--- src/rtl/sram_ctrl_pkg.sv ---
package sram_ctrl_pkg;

  typedef enum logic [2:0] {
    ST_IDLE,
    ST_RD_ADDR,
    ST_RD_WAIT,
    ST_RD_CAPTURE,
    ST_WR_SETUP,
    ST_WR_PULSE,
    ST_WR_HOLD,
    ST_TURNAROUND
  } ctrl_state_e;

  // Round a nanosecond interval up to whole clock cycles.
  function automatic int ns_to_cycles(input int t_ns, input int clk_ns);
    if (t_ns <= 0) return 0;
    return (t_ns + clk_ns - 1) / clk_ns;
  endfunction

  function automatic int max2(input int a, input int b);
    return (a > b) ? a : b;
  endfunction

  function automatic int access_cycles(input int t_aa, input int t_doe, input int clk_ns);
    return max2(max2(ns_to_cycles(t_aa, clk_ns), ns_to_cycles(t_doe, clk_ns)), 1);
  endfunction

  // Cycles spent in the wait state between address and capture cycles.
  function automatic int read_wait_cycles(input int acc);
    return max2(acc - 2, 0);
  endfunction

  function automatic int turnaround_cycles(input int t_hzoe, input int t_rc,
                                           input int rd_wait, input int clk_ns);
    return max2(max2(ns_to_cycles(t_hzoe, clk_ns), 1),
                ns_to_cycles(t_rc, clk_ns) - rd_wait - 2);
  endfunction

  function automatic int pulse_cycles(input int t_pwe, input int t_sd,
                                      input int t_aw, input int clk_ns);
    return max2(max2(ns_to_cycles(t_pwe, clk_ns), ns_to_cycles(t_sd, clk_ns)),
                max2(ns_to_cycles(t_aw, clk_ns) - 1, 1));
  endfunction

  function automatic int hold_cycles(input int t_hd, input int t_wc,
                                     input int pulse, input int clk_ns);
    return max2(max2(ns_to_cycles(t_hd, clk_ns), 1),
                ns_to_cycles(t_wc, clk_ns) - 1 - pulse);
  endfunction

endpackage

--- src/rtl/sram_ctrl_timer.sv ---
module sram_ctrl_timer #(
  parameter int CNT_W = 4
) (
  input  logic             clk,
  input  logic             rst_n,
  input  logic             load,
  input  logic [CNT_W-1:0] load_val,
  output logic             expired
);

  logic [CNT_W-1:0] count;

  always_ff @(posedge clk or negedge rst_n) begin
    if (!rst_n)               count <= '0;
    else if (load)            count <= load_val;
    else if (count != '0)     count <= count - 1'b1;
  end

  // The last cycle of a loaded interval is the one where count reads 1.
  assign expired = (count <= CNT_W'(1));

  assert_load_nonzero_R11: assert property (@(posedge clk) disable iff (!rst_n)
    load |-> (load_val != '0));

endmodule

--- src/rtl/sram_ctrl_fsm.sv ---
module sram_ctrl_fsm
  import sram_ctrl_pkg::*;
#(
  parameter int CNT_W       = 4,
  parameter int RD_WAIT_CYC = 1,
  parameter int PULSE_CYC   = 2,
  parameter int HOLD_CYC    = 1,
  parameter int TA_CYC      = 2
) (
  input  logic             clk,
  input  logic             rst_n,
  input  logic             req,
  input  logic             req_write,
  input  logic             tmr_expired,
  output ctrl_state_e      state,
  output logic             accept,
  output logic             tmr_load,
  output logic [CNT_W-1:0] tmr_val
);

  ctrl_state_e nxt;

  assign accept = (state == ST_IDLE) && req;

  always_comb begin
    nxt      = state;
    tmr_load = 1'b0;
    tmr_val  = '0;
    unique case (state)
      ST_IDLE: begin
        if (req) nxt = req_write ? ST_WR_SETUP : ST_RD_ADDR;
      end
      ST_RD_ADDR: begin
        if (RD_WAIT_CYC > 0) begin
          nxt      = ST_RD_WAIT;
          tmr_load = 1'b1;
          tmr_val  = CNT_W'(RD_WAIT_CYC);
        end else begin
          nxt = ST_RD_CAPTURE;
        end
      end
      ST_RD_WAIT: begin
        if (tmr_expired) nxt = ST_RD_CAPTURE;
      end
      ST_RD_CAPTURE: begin
        nxt      = ST_TURNAROUND;
        tmr_load = 1'b1;
        tmr_val  = CNT_W'(TA_CYC);
      end
      ST_WR_SETUP: begin
        nxt      = ST_WR_PULSE;
        tmr_load = 1'b1;
        tmr_val  = CNT_W'(PULSE_CYC);
      end
      ST_WR_PULSE: begin
        if (tmr_expired) begin
          nxt      = ST_WR_HOLD;
          tmr_load = 1'b1;
          tmr_val  = CNT_W'(HOLD_CYC);
        end
      end
      ST_WR_HOLD: begin
        if (tmr_expired) nxt = ST_IDLE;
      end
      ST_TURNAROUND: begin
        if (tmr_expired) nxt = ST_IDLE;
      end
      default: nxt = ST_IDLE;
    endcase
  end

  always_ff @(posedge clk or negedge rst_n) begin
    if (!rst_n) state <= ST_IDLE;
    else        state <= nxt;
  end

  assert_accept_busy_R9: assert property (@(posedge clk) disable iff (!rst_n)
    accept |=> (state != ST_IDLE));

endmodule

--- src/rtl/sram_ctrl_datapath.sv ---
module sram_ctrl_datapath
  import sram_ctrl_pkg::*;
#(
  parameter int ADDR_W = 17,
  parameter int DATA_W = 8
) (
  input  logic              clk,
  input  logic              rst_n,
  input  logic              accept,
  input  ctrl_state_e       state,
  input  logic [ADDR_W-1:0] req_addr,
  input  logic [DATA_W-1:0] req_wdata,
  input  logic [DATA_W-1:0] mem_dq_i,
  output logic [ADDR_W-1:0] mem_addr,
  output logic              mem_sel_n,
  output logic              mem_sel,
  output logic              mem_we_n,
  output logic              mem_oe_n,
  output logic [DATA_W-1:0] mem_dq_o,
  output logic              mem_dq_oe,
  output logic [DATA_W-1:0] rd_data,
  output logic              rd_valid
);

  logic [ADDR_W-1:0] addr_q;
  logic [DATA_W-1:0] wdata_q;
  logic              in_read;
  logic              in_write;

  always_ff @(posedge clk or negedge rst_n) begin
    if (!rst_n) begin
      addr_q  <= '0;
      wdata_q <= '0;
    end else if (accept) begin
      addr_q  <= req_addr;
      wdata_q <= req_wdata;
    end
  end

  assign in_read  = (state == ST_RD_ADDR) || (state == ST_RD_WAIT) ||
                    (state == ST_RD_CAPTURE);
  assign in_write = (state == ST_WR_SETUP) || (state == ST_WR_PULSE) ||
                    (state == ST_WR_HOLD);

  assign mem_addr  = addr_q;
  assign mem_sel_n = !(in_read || in_write);
  assign mem_sel   = in_read || in_write;
  assign mem_oe_n  = !in_read;
  assign mem_we_n  = (state != ST_WR_PULSE);
  assign mem_dq_oe = in_write;
  assign mem_dq_o  = wdata_q;

  // Sample the bus at the edge that closes the capture cycle.
  always_ff @(posedge clk or negedge rst_n) begin
    if (!rst_n) begin
      rd_data  <= '0;
      rd_valid <= 1'b0;
    end else begin
      rd_valid <= (state == ST_RD_CAPTURE);
      if (state == ST_RD_CAPTURE) rd_data <= mem_dq_i;
    end
  end

  assert_bus_quiet_R10: assert property (@(posedge clk) disable iff (!rst_n)
    mem_dq_oe |-> mem_oe_n);

  assert_addr_stable_R5: assert property (@(posedge clk) disable iff (!rst_n)
    (!mem_sel_n && $past(!mem_sel_n)) |-> $stable(mem_addr));

  assert_rvalid_pulse_R7: assert property (@(posedge clk) disable iff (!rst_n)
    rd_valid |=> !rd_valid);

endmodule

--- src/rtl/sram_async_ctrl.sv ---
module sram_async_ctrl
  import sram_ctrl_pkg::*;
#(
  parameter int ADDR_W     = 17,
  parameter int DATA_W     = 8,
  parameter int CLK_NS     = 5,
  parameter int T_RC_NS    = 12,
  parameter int T_AA_NS    = 12,
  parameter int T_DOE_NS   = 6,
  parameter int T_HZOE_NS  = 6,
  parameter int T_WC_NS    = 12,
  parameter int T_AW_NS    = 10,
  parameter int T_PWE_NS   = 10,
  parameter int T_SD_NS    = 7,
  parameter int T_HD_NS    = 0
) (
  input  logic              clk,
  input  logic              rst_n,
  input  logic              req,
  input  logic              req_write,
  input  logic [ADDR_W-1:0] req_addr,
  input  logic [DATA_W-1:0] req_wdata,
  output logic              ready,
  output logic [DATA_W-1:0] rd_data,
  output logic              rd_valid,
  output logic [ADDR_W-1:0] mem_addr,
  output logic              mem_sel_n,
  output logic              mem_sel,
  output logic              mem_we_n,
  output logic              mem_oe_n,
  output logic [DATA_W-1:0] mem_dq_o,
  output logic              mem_dq_oe,
  input  logic [DATA_W-1:0] mem_dq_i
);

  localparam int ACC_CYC     = access_cycles(T_AA_NS, T_DOE_NS, CLK_NS);
  localparam int RD_WAIT_CYC = read_wait_cycles(ACC_CYC);
  localparam int TA_CYC      = turnaround_cycles(T_HZOE_NS, T_RC_NS, RD_WAIT_CYC, CLK_NS);
  localparam int PULSE_CYC   = pulse_cycles(T_PWE_NS, T_SD_NS, T_AW_NS, CLK_NS);
  localparam int HOLD_CYC    = hold_cycles(T_HD_NS, T_WC_NS, PULSE_CYC, CLK_NS);
  localparam int MAX_CYC     = max2(max2(RD_WAIT_CYC, TA_CYC), max2(PULSE_CYC, HOLD_CYC));
  localparam int CNT_W       = max2($clog2(MAX_CYC + 1), 1);

  ctrl_state_e      state;
  logic             accept;
  logic             tmr_load;
  logic [CNT_W-1:0] tmr_val;
  logic             tmr_expired;

  // Named events for the checks below.
  logic             wr_strobe;
  logic [CNT_W-1:0] we_low_cnt;

  assign ready     = (state == ST_IDLE);
  assign wr_strobe = !mem_we_n;

  sram_ctrl_fsm #(
    .CNT_W       (CNT_W),
    .RD_WAIT_CYC (RD_WAIT_CYC),
    .PULSE_CYC   (PULSE_CYC),
    .HOLD_CYC    (HOLD_CYC),
    .TA_CYC      (TA_CYC)
  ) u_fsm (
    .clk         (clk),
    .rst_n       (rst_n),
    .req         (req),
    .req_write   (req_write),
    .tmr_expired (tmr_expired),
    .state       (state),
    .accept      (accept),
    .tmr_load    (tmr_load),
    .tmr_val     (tmr_val)
  );

  sram_ctrl_timer #(
    .CNT_W (CNT_W)
  ) u_timer (
    .clk      (clk),
    .rst_n    (rst_n),
    .load     (tmr_load),
    .load_val (tmr_val),
    .expired  (tmr_expired)
  );

  sram_ctrl_datapath #(
    .ADDR_W (ADDR_W),
    .DATA_W (DATA_W)
  ) u_dp (
    .clk       (clk),
    .rst_n     (rst_n),
    .accept    (accept),
    .state     (state),
    .req_addr  (req_addr),
    .req_wdata (req_wdata),
    .mem_dq_i  (mem_dq_i),
    .mem_addr  (mem_addr),
    .mem_sel_n (mem_sel_n),
    .mem_sel   (mem_sel),
    .mem_we_n  (mem_we_n),
    .mem_oe_n  (mem_oe_n),
    .mem_dq_o  (mem_dq_o),
    .mem_dq_oe (mem_dq_oe),
    .rd_data   (rd_data),
    .rd_valid  (rd_valid)
  );

  // Strobe-width monitor: counts consecutive low cycles of mem_we_n.
  always_ff @(posedge clk or negedge rst_n) begin
    if (!rst_n)         we_low_cnt <= '0;
    else if (wr_strobe) we_low_cnt <= we_low_cnt + 1'b1;
    else                we_low_cnt <= '0;
  end

  assert_pulse_width_R3: assert property (@(posedge clk) disable iff (!rst_n)
    $rose(mem_we_n) |-> (we_low_cnt == CNT_W'(PULSE_CYC)));

  assert_write_hold_R4: assert property (@(posedge clk) disable iff (!rst_n)
    $rose(mem_we_n) |-> (mem_dq_oe && $stable(mem_dq_o)));

  assert_write_strobe_R2: assert property (@(posedge clk) disable iff (!rst_n)
    wr_strobe |-> (!mem_sel_n && mem_sel && mem_oe_n && mem_dq_oe));

  assert_idle_pins_R1: assert property (@(posedge clk) disable iff (!rst_n)
    ready |-> (mem_sel_n && !mem_sel && mem_we_n && mem_oe_n && !mem_dq_oe));

endmodule

--- config.mk ---
export PLATFORM = sky130hd
export DESIGN_NAME = sram_async_ctrl
export DESIGN_NICKNAME = d
export VERILOG_FILES = /design/src/rtl/sram_ctrl_pkg.sv /design/src/rtl/sram_ctrl_timer.sv /design/src/rtl/sram_ctrl_fsm.sv /design/src/rtl/sram_ctrl_datapath.sv /design/src/rtl/sram_async_ctrl.sv
export SDC_FILE = /design/constraint.sdc
export NUM_CORES = 1
export LEC_CHECK = 0
export ABC_CLOCK_PERIOD_IN_PS = 1500
export BUFFER_PORTS_ARGS = -buffer_cell sky130_fd_sc_hd__buf_2
export CAP_MARGIN = 40
export CORE_MARGIN = 3
export CORE_UTILIZATION = 42
export DETAILED_ROUTE_END_ITERATION = 8
export PLACE_DENSITY = 0.77
export SYNTH_ARGS = -nofsm -noshare
export SYNTH_HDL_FRONTEND = slang
export SYNTH_SLANG_ARGS = --single-unit
--- constraint.sdc ---
create_clock -name clk -period 1.5 [get_ports clk]
set_input_delay 0.225 -clock clk [delete_from_list [all_inputs] [get_ports clk]]
set_output_delay 0.225 -clock clk [all_outputs]
set_load 0.02 [all_outputs]
==> summary.md <==
| Metric | Value |
|---|---|
| Outcome | `finished, violations left` |
| Failing checks | `negative setup slack` |
| Most common cell after layout, fill and taps aside | `buf_2` |
| Final setup viols | `2` |
| Worst path cell trace | `nor3_4, buf_6, nand2b_4, inv_2, buf_6` |
| Cell accounting for the most synthesized area | `dfrtp_1` |
| Number of global-route vias before repair | `between 1000 and 1500` |
| Data required, critical path | `1.27 ns` |
| Max-slew violation count | `0` |
| ANT nets after route | `0` |
| Via count | `between 1000 and 1500` |
| Critical path's top delay family | `flip-flops` |
| Tot GR Track Use | `0.149` |
| Ratio of cells with drive above 1 in the final layout | `0.657` |
| Critical path class | `reg -> out` |
| Syn nets | `roughly 160` |
| Top-area cell type share of the netlist area | `0.555` |
| Post-synthesis cell type count | `27` |
| Core box area | `3850 sq um` |
| Slowest CP cell | `dfrtp_1` |
| Final hold vios | `0` |
| Synth Area per Inst | `~15 sq um` |
| CTS Root Cell | `clkbuf_8` |
| Clock Latency Late Sink | `0.28 ns` |
| Die area | `5000 sq um` |
| Largest stage delay on the critical path | `0.41 ns` |
| CP endpoint kind | `output port` |
| Antenna violations before repair | `0` |
| Setup slack at placement | `between 0.07 and 0.08 ns` |
| Max cap viols | `0` |
| Mapped Cells | `~120` |
| Reg2reg setup slack | `0.06 ns` |
| Drt pass-1 iters | `4` |
| Routability cong. | `0.762` |
| IR drop worst, VDD | `0.00138 V` |
| Nets@finish | `245` |
| Top cells by area, synth | `dfrtp_1, mux2_4, mux2_2` |
| Startpoint types | `flip-flop` |
| Dominant synthesized flop cell | `dfrtp_1` |
| Fmax | `~0.66 GHz` |
| Leak | `1.22 nW` |
| First-pass GRT wire length | `5870 um` |
| Hold Startpoint | `req_addr[8]` |
| Port Buffer Count | `76` |
| Die height | `70.7 um` |
| Largest net degree at the start of global routing | `26` |
| Avg Vias per Cell | `roughly 4.8` |
| Hold Crit Depth | `2` |
| RSZ-0062 raised after global routing | `yes` |
| Final WL | `around 3600 um` |
| Total Power | `approximately 5.7 mW` |
| Reg2reg path depth | `4` |
| CP Depth | `5` |
| Final Worst Setup Slack | `-0.0183 ns` |
| Minimum clock period | `1.52 ns` |
| Worst hold path class | `in -> reg` |
| Initial Utilization | `0.456` |
| GR Overflow Total | `0` |
| Register area share after synthesis | `0.555` |
| Average routed wire per standard cell | `14.2 um` |
| Crit path from | `u_fsm.state[0]` |
| Residual DRC | `0` |
| Crit path arrival time | `1.29 ns` |
| Sink Count | `39` |
| Post-synth EDFFs | `0` |
| ANT cells | `0` |
| Seq cells post-synth | `39` |
| Rows | `22` |
| Final period utilization | `1.01` |
| Post-layout util | `0.615` |
| Worst R2R End | `u_dp.mem_dq_o[5]` |
| Pwr dens | `2420 nW/um^2` |
| CTS Buffer Depth | `2` |
| RR Startpoint | `u_fsm.state[0]` |
| Max-Slew Margin vs Limit | `0.648` |
| Synthesis-to-finish area growth | `34.6%` |
| CP Buf/Inv Count | `3` |
| Iter 0 DRT Violations | `41` |
| Hold WS | `0.168 ns` |
| Final TNS setup | `-0.0205 ns` |
| Total CTS buffers | `5` |
| Worst-path maximum fanout | `2` |
| Yosys warnings | `0` |
| Chip width | `70.7 um` |
| Htree depth | `2` |
| DP HPWL | `2740 um` |
| Netlist Area Pre-Place | `1760 sq um` |
| Worst-path clk slew | `around 0.080 ns` |
| Worst-Margin Slew | `0.528 ns` |
| # IOs | `between 70 and 80` |
| Most frequent cells in the layout | `buf_2, dfrtp_1, mux2_4` |
| Hold Path Sink | `u_dp.mem_addr[8]` |
| Worst clock skew | `0.00488 ns` |
| Async S/R FF share, synth | `1.00` |
| Most common cell on crit path | `buf_6` |
| CTS tree | `built` |
-- area by class of cell --
class	count	area, sq um
clock buffer	6	82.6
clock inverter	2	35.0
fill	329	1490
inverter	6	22.5
multi-input combinational	65	687
sequential	39	976
tap	48	60.1
timing repair buffer	89	505
-- cells in the mapped netlist, types with 2 or more instances --
library cell / instances
buf_2: 3
inv_1: 6
nand3b_1: 2
dfrtp_1: 39
a21oi_1: 2
nand2b_1: 3
ha_1: 2
mux2_2: 13
o21ai_0: 2
nor2_1: 2
mux2_4: 20
buf_12: 3
nor2b_1: 3
a31oi_1: 2
nand3_1: 2
nor3_1: 2
-- layer usage --
metal	vias to the layer above	wire length, um	share of wire	GRT usage
met4	0	56	0.015	0.0438
met2	45	1690	0.47	0.235
met1	581	1620	0.45	0.196
li1	582	-	-	-
met5	-	0	0	0
met3	8	245	0.068	0.0469
-- kinds of logic (layout without fill, tap and decap cells) --
| logic type | count (synthesis) | after routing | share of synthesized area |
|---|---|---|---|
| AOI/OAI and AO/OA | 12 | 12 | 0.0469 |
| xor gates and xnor gates | 1 | 1 | 0.00498 |
| muxes | 33 | 33 | 0.254 |
| DFF | 39 | 39 | 0.555 |
| and+or+nand+nor | 17 | 17 | 0.0633 |
| buffers and inverters | 13 | 103 | 0.0619 |
| adders and majority gates | 2 | 2 | 0.0142 |
-- worst max path at each step --
stage / endpoint / slack (ns)
after CTS: mem_sel / -0.05
after floorplan: u_dp.mem_addr[0] / -0.09
final: mem_sel / -0.02
after detailed placement: u_dp.mem_addr[7] / 0.07
after global routing: mem_sel / -0.09
after global placement: u_dp.mem_dq_o[4] / 0.10
-- metrics by stage --
step           cell area, sq um  std cells
2_1_floorplan              1760        117
3_3_place_gp               2200        244
3_5_place_dp               2200        244
4_1_cts                    2340        253
5_1_grt                    2370        255
6_report                   2370        255
-- flip-flops by register name, summed over array words and instances (netlist names) --
register and flops:
u_timer.count 2, u_dp.rd_valid 1, u_fsm.state 3, u_dp.mem_addr 17, u_dp.mem_dq_o 8, u_dp.rd_data 8
-- where the power goes --
part           internal [mW]  leakage, nW  switching (mW)
clock                  0.538       0.0612           0.351
combinational           1.42        0.695            1.54
sequential              1.59        0.466           0.303
-- worst reg2reg max path: stages (launching register included) --
cell     delay, ns
dfrtp_1       0.41
nor3_4        0.21
and2_4        0.22
buf_12        0.17
mux2_4        0.31
-- repair_timing --
item                                    CTS  global route
gates cloned                              0             0
hold endpoints to repair                 23             0
buffers inserted                          0             2
pin swaps                                 1             2
endpoints found under the setup margin    3            11
hold buffers                              1             0
gates resized for setup                   6             3
Power figures use the tool's default switching activity.
